===== src/rtl/rz_pkg.sv =====
package rz_pkg;
  localparam int WORD_W = 16;
  localparam int ID_W   = 7;
  localparam int CH_W   = 6;
  localparam int CNT_W  = 4;
  localparam int BCID_W = 12;
  localparam int CODE_W = 2;

  typedef enum logic [1:0] {WK_ID, WK_HDR, WK_DATA} word_kind_e;
endpackage


===== src/rtl/rz_word_fmt.sv =====
module rz_word_fmt
  import rz_pkg::*;
(
  input  word_kind_e        kind,
  input  logic [ID_W-1:0]   chip_id,
  input  logic [CH_W-1:0]   chan,
  input  logic [CNT_W-1:0]  cnt,
  input  logic [BCID_W-1:0] bcid,
  input  logic [CODE_W-1:0] code,
  output logic [WORD_W-1:0] word
);
  logic [WORD_W-2:0] body;

  always_comb begin
    case (kind)
      WK_HDR:  body = {1'b1, chan, cnt, 4'b0000};
      WK_DATA: body = {1'b0, bcid, code};
      default: body = {1'b0, chip_id, 7'b0000000};
    endcase
    word = {body, ^body};
  end
endmodule


===== src/rtl/rz_shifter.sv =====
module rz_shifter #(
  parameter int W = 16
) (
  input  logic         clk,
  input  logic         rst,
  input  logic         load,
  input  logic [W-1:0] word,
  output logic         dout,
  output logic         dout_vld,
  output logic         active,
  output logic         last
);
  localparam int LW = $clog2(W + 1);

  logic [W-1:0]  sreg;
  logic [LW-1:0] left;

  always_ff @(posedge clk) begin
    if (rst) begin
      sreg     <= '0;
      left     <= '0;
      active   <= 1'b0;
      dout     <= 1'b0;
      dout_vld <= 1'b0;
    end else begin
      dout_vld <= active;
      if (active) begin
        dout <= sreg[W-1];
        sreg <= sreg << 1;
        left <= left - LW'(1);
        if (left == LW'(1)) active <= 1'b0;
      end else if (load) begin
        sreg   <= word;
        left   <= LW'(W);
        active <= 1'b1;
      end
    end
  end

  assign last = active && (left == LW'(1));

  a_r2_no_overrun: assert property (@(posedge clk) disable iff (rst)
    load |-> !active);
  a_r2_even_parity: assert property (@(posedge clk) disable iff (rst)
    load |-> ((^word) == 1'b0));
endmodule


===== src/rtl/rz_readout.sv =====
module rz_readout
  import rz_pkg::*;
#(
  parameter int NUM_CH  = 64,
  parameter int MAX_EVT = 8
) (
  input  logic                       clk,
  input  logic                       rst,
  input  logic                       start,
  input  logic                       always_id,
  input  logic [ID_W-1:0]            chip_id,
  output logic                       rd_req,
  output logic [CH_W-1:0]            rd_chan,
  output logic [$clog2(MAX_EVT)-1:0] rd_evt,
  input  logic                       rd_vld,
  input  logic [CNT_W-1:0]           rd_cnt,
  input  logic [BCID_W-1:0]          rd_bcid,
  input  logic [CODE_W-1:0]          rd_code,
  output logic                       dout,
  output logic                       dout_vld,
  output logic                       done
);
  localparam int EV_W = $clog2(MAX_EVT);

  typedef enum logic [1:0] {S_IDLE, S_RSP, S_SHIFT, S_FIN} state_e;

  state_e            state;
  logic [CH_W-1:0]   chan;
  logic [EV_W-1:0]   evt;
  logic [CNT_W-1:0]  cnt_q;
  logic [ID_W-1:0]   id_q;
  logic              aid_q, id_sent, hdr_sent, fin_pend;
  logic              req_q, done_q;
  logic              ld;
  word_kind_e        kind;
  logic [WORD_W-1:0] word;
  logic              sh_active, sh_last;
  logic              last_ch, last_evt;

  assign last_ch  = (chan == CH_W'(NUM_CH - 1));
  assign last_evt = ((CNT_W'(evt) + CNT_W'(1)) == cnt_q);

  always_comb begin
    ld   = 1'b0;
    kind = WK_ID;
    if (state == S_RSP && rd_vld) begin
      if (hdr_sent || rd_cnt != '0) begin
        ld = 1'b1;
        if (!id_sent)       kind = WK_ID;
        else if (!hdr_sent) kind = WK_HDR;
        else                kind = WK_DATA;
      end
    end else if (state == S_FIN && !id_sent && aid_q) begin
      ld = 1'b1;
    end
  end

  rz_word_fmt u_fmt (
    .kind(kind), .chip_id(id_q), .chan(chan), .cnt(rd_cnt),
    .bcid(rd_bcid), .code(rd_code), .word(word)
  );

  rz_shifter #(.W(WORD_W)) u_shift (
    .clk(clk), .rst(rst), .load(ld), .word(word),
    .dout(dout), .dout_vld(dout_vld), .active(sh_active), .last(sh_last)
  );

  always_ff @(posedge clk) begin
    if (rst) begin
      state    <= S_IDLE;
      chan     <= '0;
      evt      <= '0;
      cnt_q    <= '0;
      id_q     <= '0;
      aid_q    <= 1'b0;
      id_sent  <= 1'b0;
      hdr_sent <= 1'b0;
      fin_pend <= 1'b0;
      req_q    <= 1'b0;
      done_q   <= 1'b0;
    end else begin
      req_q  <= 1'b0;
      done_q <= 1'b0;
      case (state)
        S_IDLE: if (start) begin
          chan     <= '0;
          evt      <= '0;
          id_sent  <= 1'b0;
          hdr_sent <= 1'b0;
          fin_pend <= 1'b0;
          aid_q    <= always_id;
          id_q     <= chip_id;
          req_q    <= 1'b1;
          state    <= S_RSP;
        end
        S_RSP: if (rd_vld) begin
          if (!ld) begin
            if (last_ch) state <= S_FIN;
            else begin
              chan  <= chan + CH_W'(1);
              req_q <= 1'b1;
            end
          end else begin
            state <= S_SHIFT;
            if (!id_sent) id_sent <= 1'b1;
            else if (!hdr_sent) begin
              hdr_sent <= 1'b1;
              cnt_q    <= rd_cnt;
              evt      <= '0;
            end else if (last_evt) begin
              hdr_sent <= 1'b0;
              evt      <= '0;
              if (last_ch) fin_pend <= 1'b1;
              else         chan <= chan + CH_W'(1);
            end else begin
              evt <= evt + EV_W'(1);
            end
          end
        end
        S_SHIFT: if (sh_last) begin
          if (fin_pend) state <= S_FIN;
          else begin
            state <= S_RSP;
            req_q <= 1'b1;
          end
        end
        default: begin
          if (ld) begin
            id_sent  <= 1'b1;
            fin_pend <= 1'b1;
            state    <= S_SHIFT;
          end else begin
            done_q <= 1'b1;
            state  <= S_IDLE;
          end
        end
      endcase
    end
  end

  assign rd_req  = req_q;
  assign rd_chan = chan;
  assign rd_evt  = evt;
  assign done    = done_q;

  a_r9_done_quiet: assert property (@(posedge clk) disable iff (rst)
    done |-> !dout_vld);
  a_r9_done_pulse: assert property (@(posedge clk) disable iff (rst)
    done |=> !done);
  a_r1_id_before_hdr: assert property (@(posedge clk) disable iff (rst)
    (ld && kind == WK_HDR) |-> id_sent);
  a_r5_req_between_words: assert property (@(posedge clk) disable iff (rst)
    rd_req |-> !sh_active);
endmodule


===== config.mk =====
export PLATFORM = sky130hd
export DESIGN_NAME = rz_readout
export DESIGN_NICKNAME = d
export VERILOG_FILES = /design/src/rtl/rz_pkg.sv /design/src/rtl/rz_word_fmt.sv /design/src/rtl/rz_shifter.sv /design/src/rtl/rz_readout.sv
export SDC_FILE = /design/constraint.sdc
export NUM_CORES = 1
export LEC_CHECK = 0
export CAP_MARGIN = 15
export CORE_ASPECT_RATIO = 1.1
export CORE_MARGIN = 3
export CORE_UTILIZATION = 40
export DETAILED_ROUTE_END_ITERATION = 12
export MAX_ROUTING_LAYER = met4
export REMOVE_ABC_BUFFERS = 1
export SETUP_SLACK_MARGIN = 0.5
export SLEW_MARGIN = 0
export SYNTH_ARGS = -nofsm -noshare
export SYNTH_HDL_FRONTEND = slang
export SYNTH_SLANG_ARGS = --single-unit

===== constraint.sdc =====
create_clock -name clk -period 4.5 [get_ports clk]
set_input_delay 0.675 -clock clk [delete_from_list [all_inputs] [get_ports clk]]
set_output_delay 0.675 -clock clk [all_outputs]
set_load 0.01 [all_outputs]

==> results of run 1 <==
==> where the power goes <==
group | leakage [nW] | internal [mW] | switching, mW
logic | 0.856 | 0.0925 | 0.0963
clock network | 0.0424 | 0.112 | 0.154
registers | 0.423 | 0.486 | 0.0229
total | 1.32 | 0.690 | 0.273
==> per-layer routing <==
layer / vias to the layer above / global-route usage
li1: 1300 / -
met1: 1173 / 0.236
met2: 49 / 0.268
met3: 6 / 0.0360
met4: 0 / 0.0422
met5: - / -
==> cells by family (layout without fill, tap and decap cells) <==
logic type               count (synthesis)  count (layout)  share of synthesized area
multiplexers                            18              18                     0.0623
AO/OA/AOI/OAI                           83              83                      0.218
AND/OR/NAND/NOR                        136             136                      0.227
adder cells (fa/ha/maj)                  7               7                     0.0296
XOR/XNOR                                12              12                     0.0453
buffers and inverters                   35              67                     0.0648
flip-flops                              52              52                      0.352
==> flip-flops by register name, indices dropped and copies added, names as in the netlist <==
name / count
state: 2
aid_q: 1
u_shift.active: 1
fin_pend: 1
id_sent: 1
u_shift.sreg: 16
u_shift.dout: 1
rd_chan: 6
u_shift.dout_vld: 1
cnt_q: 4
rd_req: 1
u_shift.left: 5
hdr_sent: 1
done: 1
rd_evt: 3
id_q: 7
==> critical path: stages <==
cell             delay (ps)
clkdlybuf4s50_1         590
nor4_2                  100
and2_1                  250
nor3_4                  330
inv_1                   110
ha_2                    460
or2b_2                  340
a211o_1                 280
a211o_1                 320
a211oi_2                250
or2_1                   150
o211ai_2                 80
==> layout by cell type, fill, tap and decap left out, types with 3 or more instances in the layout <==
cell / n
dfxtp_1: 52
nor2_1: 44
clkdlybuf4s50_1: 41
nor3_1: 24
nand2_1: 22
a21oi_1: 17
mux2i_1: 15
a211oi_1: 15
inv_1: 11
nand3_1: 10
xor2_1: 6
o211a_1: 6
ha_1: 6
buf_4: 6
and2_1: 5
nor2b_1: 5
a22oi_1: 5
nand2b_1: 5
clkbuf_8: 5
xnor2_1: 4
a311oi_1: 4
a221oi_1: 4
a31oi_1: 4
a211o_1: 3
a221o_2: 3
mux2_2: 3
o211ai_1: 3
==> layout make-up <==
| class | count | area (um^2) | share of cell area |
|---|---|---|---|
| Sequential cell | 52 | 1040 | 0.300 |
| Timing Repair Buffer | 48 | 460 | 0.133 |
| Inverter | 11 | 41.3 | 0.0119 |
| Clock inverter | 1 | 8.76 | 0.00252 |
| Multi-Input combinational cell | 256 | 1740 | 0.500 |
| Tap cell | 85 | 106 | 0.0306 |
| Clock buffer | 7 | 76.3 | 0.0220 |
==> how the worst min path moves through the flow <==
| stage | to | startpoint | cells past startpoint |
|---|---|---|---|
| floorplan | u_shift.sreg[13] | u_shift.sreg[12] | 2 |
| global placement | u_shift.sreg[14] | u_shift.sreg[13] | 2 |
| detailed placement | u_shift.sreg[14] | u_shift.sreg[13] | 2 |
| CTS | u_shift.sreg[14] | u_shift.sreg[13] | 2 |
| global route | u_shift.sreg[14] | u_shift.sreg[13] | 2 |
| finish | u_shift.sreg[14] | u_shift.sreg[13] | 2 |
==> metrics by stage <==
stage	cell area [um^2]	worst slack, ps
floorplan	2800	1080
global placement	3370	331
detailed placement	3370	235
CTS	3460	543
global route	3470	519
finish	3470	751
==> what timing repair did <==
| item | 4_1_cts | 5_1_grt |
|---|---|---|
| endpoints found under the hold margin | 0 | 0 |
| setup buffers | 0 | 0 |
| endpoints found under the setup margin | 0 | 1 |
| resized for setup | 0 | 3 |
==> results.json, run 1 <==
{
  "async_flop_share": 0,
  "routed.top_layer": "met4",
  "ir_drop_uv": 131,
  "grt_start_max_net_pins": 54,
  "post-route-min-period_ps": 3750,
  "timing.hold.ws_ps": 466,
  "grt_pass1_wl_um": 11300,
  "crit_required_ps": 4690,
  "fp.dieH_um": 96.1,
  "dr_total_vias": 2528,
  "dp_cells": 452,
  "synth_commonest_cells": "dfxtp_1 (52), nor2_1 (44), nor3_1 (24)",
  "cts_root_buf": "clkbuf_8",
  "fin_crit_sh": 0.833,
  "slew_violations": 0,
  "numClockSinks": 52,
  "cp_max_fo": 14,
  "initial_core_util": 0.417,
  "slew_headroom": 0.358,
  "final_nets": 411,
  "maxCapViolCount": 0,
  "dieArea_um2": 8450,
  "critical_path.endpoint": "u_shift.sreg[0]",
  "grt_pass1_vias": 2302,
  "status": "complete, no violations",
  "yosysWarningCount": 0,
  "overflow": 0,
  "met1_length_um": 3390,
  "layout-drive-gt1-share": 0.0933,
  "rsz0062_at_grt": "false",
  "end_kind": "flip-flop",
  "synth_area_um2": 2950,
  "reg2reg_to": "u_shift.sreg[0]",
  "r2r_slack_ps": 950,
  "finalPower_mw": 0.963,
  "worstSetupPathType": "in -> reg",
  "first_pass_iters": 4,
  "fmax_ghz": 0.267,
  "p_leak_nw": 1.32,
  "cts_tree": "yes",
  "worstSkewPairLatency_ps": 300,
  "wl_met2_um": 3100,
  "cp-startpoint": "rd_cnt[1]",
  "cts_htree_levels": 2,
  "grt_antenna_before_repair": 0,
  "cts.hold.buffers_added": 0,
  "yosysTopAreaCell": "dfxtp_1",
  "hp-class": "reg -> reg",
  "detail_route.vias_per_cell": 5.50,
  "antenna_left": 0,
  "ys_seq_area_frac": 0.352,
  "synth_edf_count": 0,
  "setup_viol": 0,
  "cts_inserted_buffers": 5,
  "cp-start-kind": "input port",
  "antenna_cells": 0,
  "totalWireLength_um": 6890,
  "n_fill_cell": 708,
  "power.density_cell_area_nw_per_um2": 277,
  "synthCells": 343,
  "yosysMostFrequentCell": "dfxtp_1",
  "synth_cell_type_count": 59,
  "ys_ff_latch": 52,
  "area_delta_synth_final_pct": 17.5,
  "wl_met3_um": 318,
  "synth.area.top_cells": "dfxtp_1 (35%), nor2_1 (5.6%), mux2i_1 (5.1%), nor3_1 (4.1%), a211oi_1 (3.8%)",
  "ys.flop_type": "dfxtp_1",
  "wl_per_cell_um": 15.0,
  "rr_worst_depth": 11,
  "core_um2": 7090,
  "gp_congestion": 0.807,
  "tightest_slew_ps": 963,
  "die_x_um": 87.9,
  "layout.cells.non_filler": 460,
  "skew_ps": 6.00,
  "placementRows": 32,
  "initialDrtViolationCount": 118,
  "max-clock-path-buffers": 2,
  "pin_count": 43,
  "grtUsageTotal": 0.175,
  "final.setup.tns_ps": 0,
  "synth.avg_cell_area_um2": 8.61,
  "r2r_start": "state[1]",
  "yosysTopAreaCellShare": 0.352,
  "final_util": 0.490,
  "port_buffers": 42,
  "drc_errors": 0,
  "hpwl_um": 4960,
  "cp.arrival_ps": 3940,
  "finalHoldViolations": 0,
  "path_clk_slew_ps": 90
}
Note: power is estimated with default switching activity, not from simulation.
==> run 2, diff against run 1 <==
==> constraint.sdc (replaced) <==
create_clock -name clk -period 3.75 [get_ports clk]
set_input_delay 0.5625 -clock clk [delete_from_list [all_inputs] [get_ports clk]]
set_output_delay 0.5625 -clock clk [all_outputs]
set_load 0.01 [all_outputs]
==> results.json, run 2 (synthesis results as in run 1) <==
{
  "worstSkewPairLatency_ps": 310,
  "grtUsageMet2": 0.285,
  "grt_pass1_vias": 2497,
  "fmax_ghz": 0.327,
  "crit_required_ps": 4000,
  "ir_drop_uv": 183,
  "antenna_left": 0,
  "cts_inserted_buffers": 5,
  "gp_congestion": 0.884,
  "final_common_cell": "dfxtp_1",
  "post-route-min-period_ps": 3060,
  "dpl_cell_area_um2": 3480,
  "drc_errors": 0,
  "dr_total_vias": 2661,
  "numClockSinks": 52,
  "setup_viol": 0,
  "tightest_slew_ps": 1000,
  "layout_common_cells": "dfxtp_1 (52), nor2_1 (44), clkdlybuf4s50_1 (36)",
  "cp.arrival_ps": 3300,
  "worstSetupPathType": "reg -> reg",
  "grt_start_max_net_pins": 54,
  "fin_ws_ps": 694,
  "dp_cells": 467,
  "port_buffers": 42,
  "grt_antenna_before_repair": 0,
  "grtUsageMet1": 0.243,
  "layout-drive-gt1-share": 0.167,
  "top_register": "u_shift.sreg",
  "area_delta_synth_final_pct": 25.9,
  "first_pass_iters": 4,
  "cts_root_buf": "clkbuf_8",
  "initial_core_util": 0.417,
  "final.setup.tns_ps": 0,
  "slew_headroom": 0.333,
  "core_um2": 7090,
  "pin_count": 43,
  "wl_per_cell_um": 15.1,
  "fp.dieH_um": 96.1,
  "fin_area_um2": 3720,
  "maxCapViolCount": 0,
  "final_nets": 432,
  "cp_max_fo": 6,
  "grt_pass1_wl_um": 11900,
  "cp-start-kind": "flip-flop",
  "largest_register_ffs": 16,
  "end_kind": "flip-flop",
  "layout.cells.non_filler": 481,
  "dieArea_um2": 8450,
  "placementRows": 32,
  "grtUsageTotal": 0.184,
  "skew_ps": 6.94,
  "hp-class": "reg -> reg",
  "max-clock-path-buffers": 2,
  "finalHoldViolations": 0,
  "power.density_cell_area_nw_per_um2": 322,
  "cts_tree": "yes",
  "initialDrtViolationCount": 81,
  "rr_worst_depth": 12,
  "place_ws_ps": -63.7,
  "hpwl_um": 5200,
  "die_x_um": 87.9,
  "rsz0062_at_grt": "false",
  "overflow": 0,
  "antenna_cells": 0,
  "totalWireLength_um": 7270,
  "timing.hold.ws_ps": 480,
  "cts_htree_levels": 2,
  "p_leak_nw": 1.49,
  "fin_crit_sh": 0.815,
  "grt_util_met3": 0.0291,
  "worstHoldPathCells": 2,
  "detail_route.vias_per_cell": 5.53,
  "status": "complete, no violations",
  "slew_violations": 0,
  "gr-max-usage-layer": "met2",
  "path_clk_slew_ps": 100
}
==> run 2: area by class of cell <==
type / count / area [um^2]
Fill cell: 665 / 3370
Sequential cell: 52 / 1040
Clock inverter: 2 / 13.8
Timing Repair Buffer: 69 / 641
Inverter: 11 / 41.3
Multi-Input combinational cell: 256 / 1790
Clock buffer: 6 / 82.6
Tap cell: 85 / 106
==> run 2: timing repair <==
item                                    4_1_cts  5_1_grt
pin swaps                                     1       10
endpoints found under the setup margin        1        1
gates cloned                                  0        0
setup buffers                                 2        4
hold buffers                                  0        0
gates resized for setup                       7       13
==> run 2: final timing paths <==
check	startpoint	end	slack [ps]
max	state[0]	u_shift.sreg[0]	690
min	u_shift.sreg[13]	u_shift.sreg[14]	480
max reg2reg	state[0]	u_shift.sreg[0]	690
min reg2reg	u_shift.sreg[13]	u_shift.sreg[14]	480
==> run 2: where the power goes <==
group	total [mW]	internal [mW]	switching, mW	leakage, nW
clock	0.347	0.151	0.195	0.0516
sequential	0.603	0.583	0.0199	0.423
combinational	0.250	0.119	0.131	1.02
total	1.20	0.854	0.346	1.49
==> run 2: routing by layer <==
metal,vias up,part of all wire
li1,1340,-
met5,-,0
met1,1258,0.47
met3,10,0.040
met2,53,0.47
met4,0,0.019
==> run 2: critical path, cell delays in order, from the launching register on <==
cell and delay (ps):
dfxtp_1 330, nor2b_2 310, nand3_2 170, nor3_4 260, inv_2 90, ha_4 280
buf_2 160, a221o_1 290, a211o_1 290, a211o_1 290, o211a_1 130, or2_1 240
o211ai_2 150
==> run 2: stage by stage <==
| step | utilization | total power, mW |
|---|---|---|
| finish | 0.525 | 1.20 |
| detailed placement | 0.492 | 0.860 |
| global placement | 0.492 | 0.856 |
| CTS | 0.514 | 1.21 |
| global route | 0.525 | 1.26 |
| floorplan | - | 0.759 |
==> run 3, diff against run 2 <==
==> constraint.sdc (replaced) <==
create_clock -name clk -period 2.9 [get_ports clk]
set_input_delay 0.435 -clock clk [delete_from_list [all_inputs] [get_ports clk]]
set_output_delay 0.435 -clock clk [all_outputs]
set_load 0.01 [all_outputs]
==> results.json, run 3 (synthesis results as in run 1) <==
{
  "status": "complete, no violations",
  "final_common_cell": "dfxtp_1",
  "p_leak_nw": 1.59,
  "worstSetupPathType": "in -> reg",
  "largest_register_ffs": 16,
  "overflow": 0,
  "rsz0062_at_grt": "true",
  "grt_pass1_vias": 2630,
  "fin_crit_sh": 0.948,
  "gp_congestion": 0.829,
  "setup_viol": 0,
  "cp.arrival_ps": 2990,
  "cts_htree_levels": 2,
  "grtUsageTotal": 0.200,
  "timing.hold.ws_ps": 486,
  "grt_start_max_net_pins": 54,
  "final_util": 0.561,
  "r2r_slack_ps": 170,
  "antenna_left": 0,
  "drc_errors": 0,
  "detail_route.vias_per_cell": 5.49,
  "top_register": "u_shift.sreg",
  "post-route-min-period_ps": 2750,
  "totalWireLength_um": 7690,
  "power.density_cell_area_nw_per_um2": 418,
  "cts_inserted_buffers": 5,
  "slew_violations": 0,
  "n_fill_cell": 653,
  "end_kind": "flip-flop",
  "hp-class": "reg -> reg",
  "skew_ps": 8.68,
  "rr_worst_depth": 12,
  "max-clock-path-buffers": 2,
  "regArea_um2": 1040,
  "dr_total_vias": 2770,
  "initialDrtViolationCount": 143,
  "numClockSinks": 52,
  "initial_core_util": 0.417,
  "worstHoldPathCells": 2,
  "slew_headroom": 0.340,
  "hpwl_um": 5520,
  "cts.hold.buffers_added": 0,
  "layout_common_cells": "dfxtp_1 (49), buf_4 (46), nor2_1 (43)",
  "cts_root_buf": "clkbuf_8",
  "crit_required_ps": 3140,
  "final_nets": 456,
  "finalHoldViolations": 0,
  "area_delta_synth_final_pct": 34.6,
  "tightest_slew_ps": 990,
  "pin_count": 43,
  "dieArea_um2": 8450,
  "cts_tree": "yes",
  "grt_pass1_wl_um": 12800,
  "worstSkewPairLatency_ps": 310,
  "wl_per_cell_um": 15.2,
  "multi_input_comb_area_um2": 1860,
  "fmax_ghz": 0.364,
  "placementRows": 32,
  "antenna_cells": 0,
  "cp-start-kind": "input port",
  "finalPower_mw": 1.66,
  "path_clk_slew_ps": 90,
  "maxCapViolCount": 0,
  "die_x_um": 87.9,
  "place_ws_ps": -772,
  "fp.dieH_um": 96.1,
  "cp_max_fo": 6,
  "layout-drive-gt1-share": 0.243,
  "ir_drop_uv": 299,
  "core_um2": 7090,
  "fin_ws_ps": 151,
  "grt_antenna_before_repair": 0,
  "port_buffers": 42,
  "first_pass_iters": 5
}
-- run 3: cell types whose count changed in the layout (fill, tap and decap cells not counted), sizes merged --
| cell | delta |
|---|---|
| clkdlybuf4s15 | +1 |
| dlygate4sd2 | +2 |
| bufinv | +1 |
| inv | -1 |
| buf | +26 |
| dlymetal6s2s | -5 |
-- run 3: timing repair --
action | CTS | global route
endpoints found under the setup margin | 15 | 11
gates resized for setup | 38 | 9
setup buffers | 9 | 0
pin swaps | 17 | 4
-- run 3: final cells by class --
type,instances,share of cell area
Inverter,11,0.0104
Timing Repair Buffer,93,0.202
Clock inverter,2,0.00976
Sequential cell,52,0.263
Clock buffer,6,0.0208
Tap cell,85,0.0268
Multi-Input combinational cell,256,0.467
-- run 3: critical path, stage by stage --
cell and delay [ps]:
dlygate4sd2_1 240, inv_1 80, and2_4 160, nor3_4 230, inv_2 90, ha_4 240, buf_6 140, a221o_1 270
a211o_1 290, a211o_1 300, o211a_1 150, or2_1 240, o211ai_2 130
-- run 3: through the flow --
stage          area (um^2)  std cells  setup TNS [ps]
2_1_floorplan         2800        319            -529
3_3_place_gp          3640        488           -1610
3_5_place_dp          3640        488           -2140
4_1_cts               3930        505               0
5_1_grt               3980        505               0
6_report              3980        505               0
-- run 3: worst paths after layout --
kind	startpoint	end
min	u_shift.sreg[8]	u_shift.sreg[9]
max reg2reg	hdr_sent	u_shift.sreg[0]
min reg2reg	u_shift.sreg[8]	u_shift.sreg[9]
max	rd_cnt[0]	u_shift.sreg[0]
-- run 3: report_power, final --
group | switching [mW] | leakage (nW) | internal [mW]
clock | 0.240 | 0.0614 | 0.282
combinational | 0.178 | 1.10 | 0.178
sequential | 0.0289 | 0.424 | 0.754
-- run 3: layer usage --
layer	wire length (um)	track usage	share of wire
met5	0	-	0
met1	3590	0.257	0.47
met4	129	0.0588	0.017
met2	3640	0.325	0.47
met3	323	0.0291	0.042
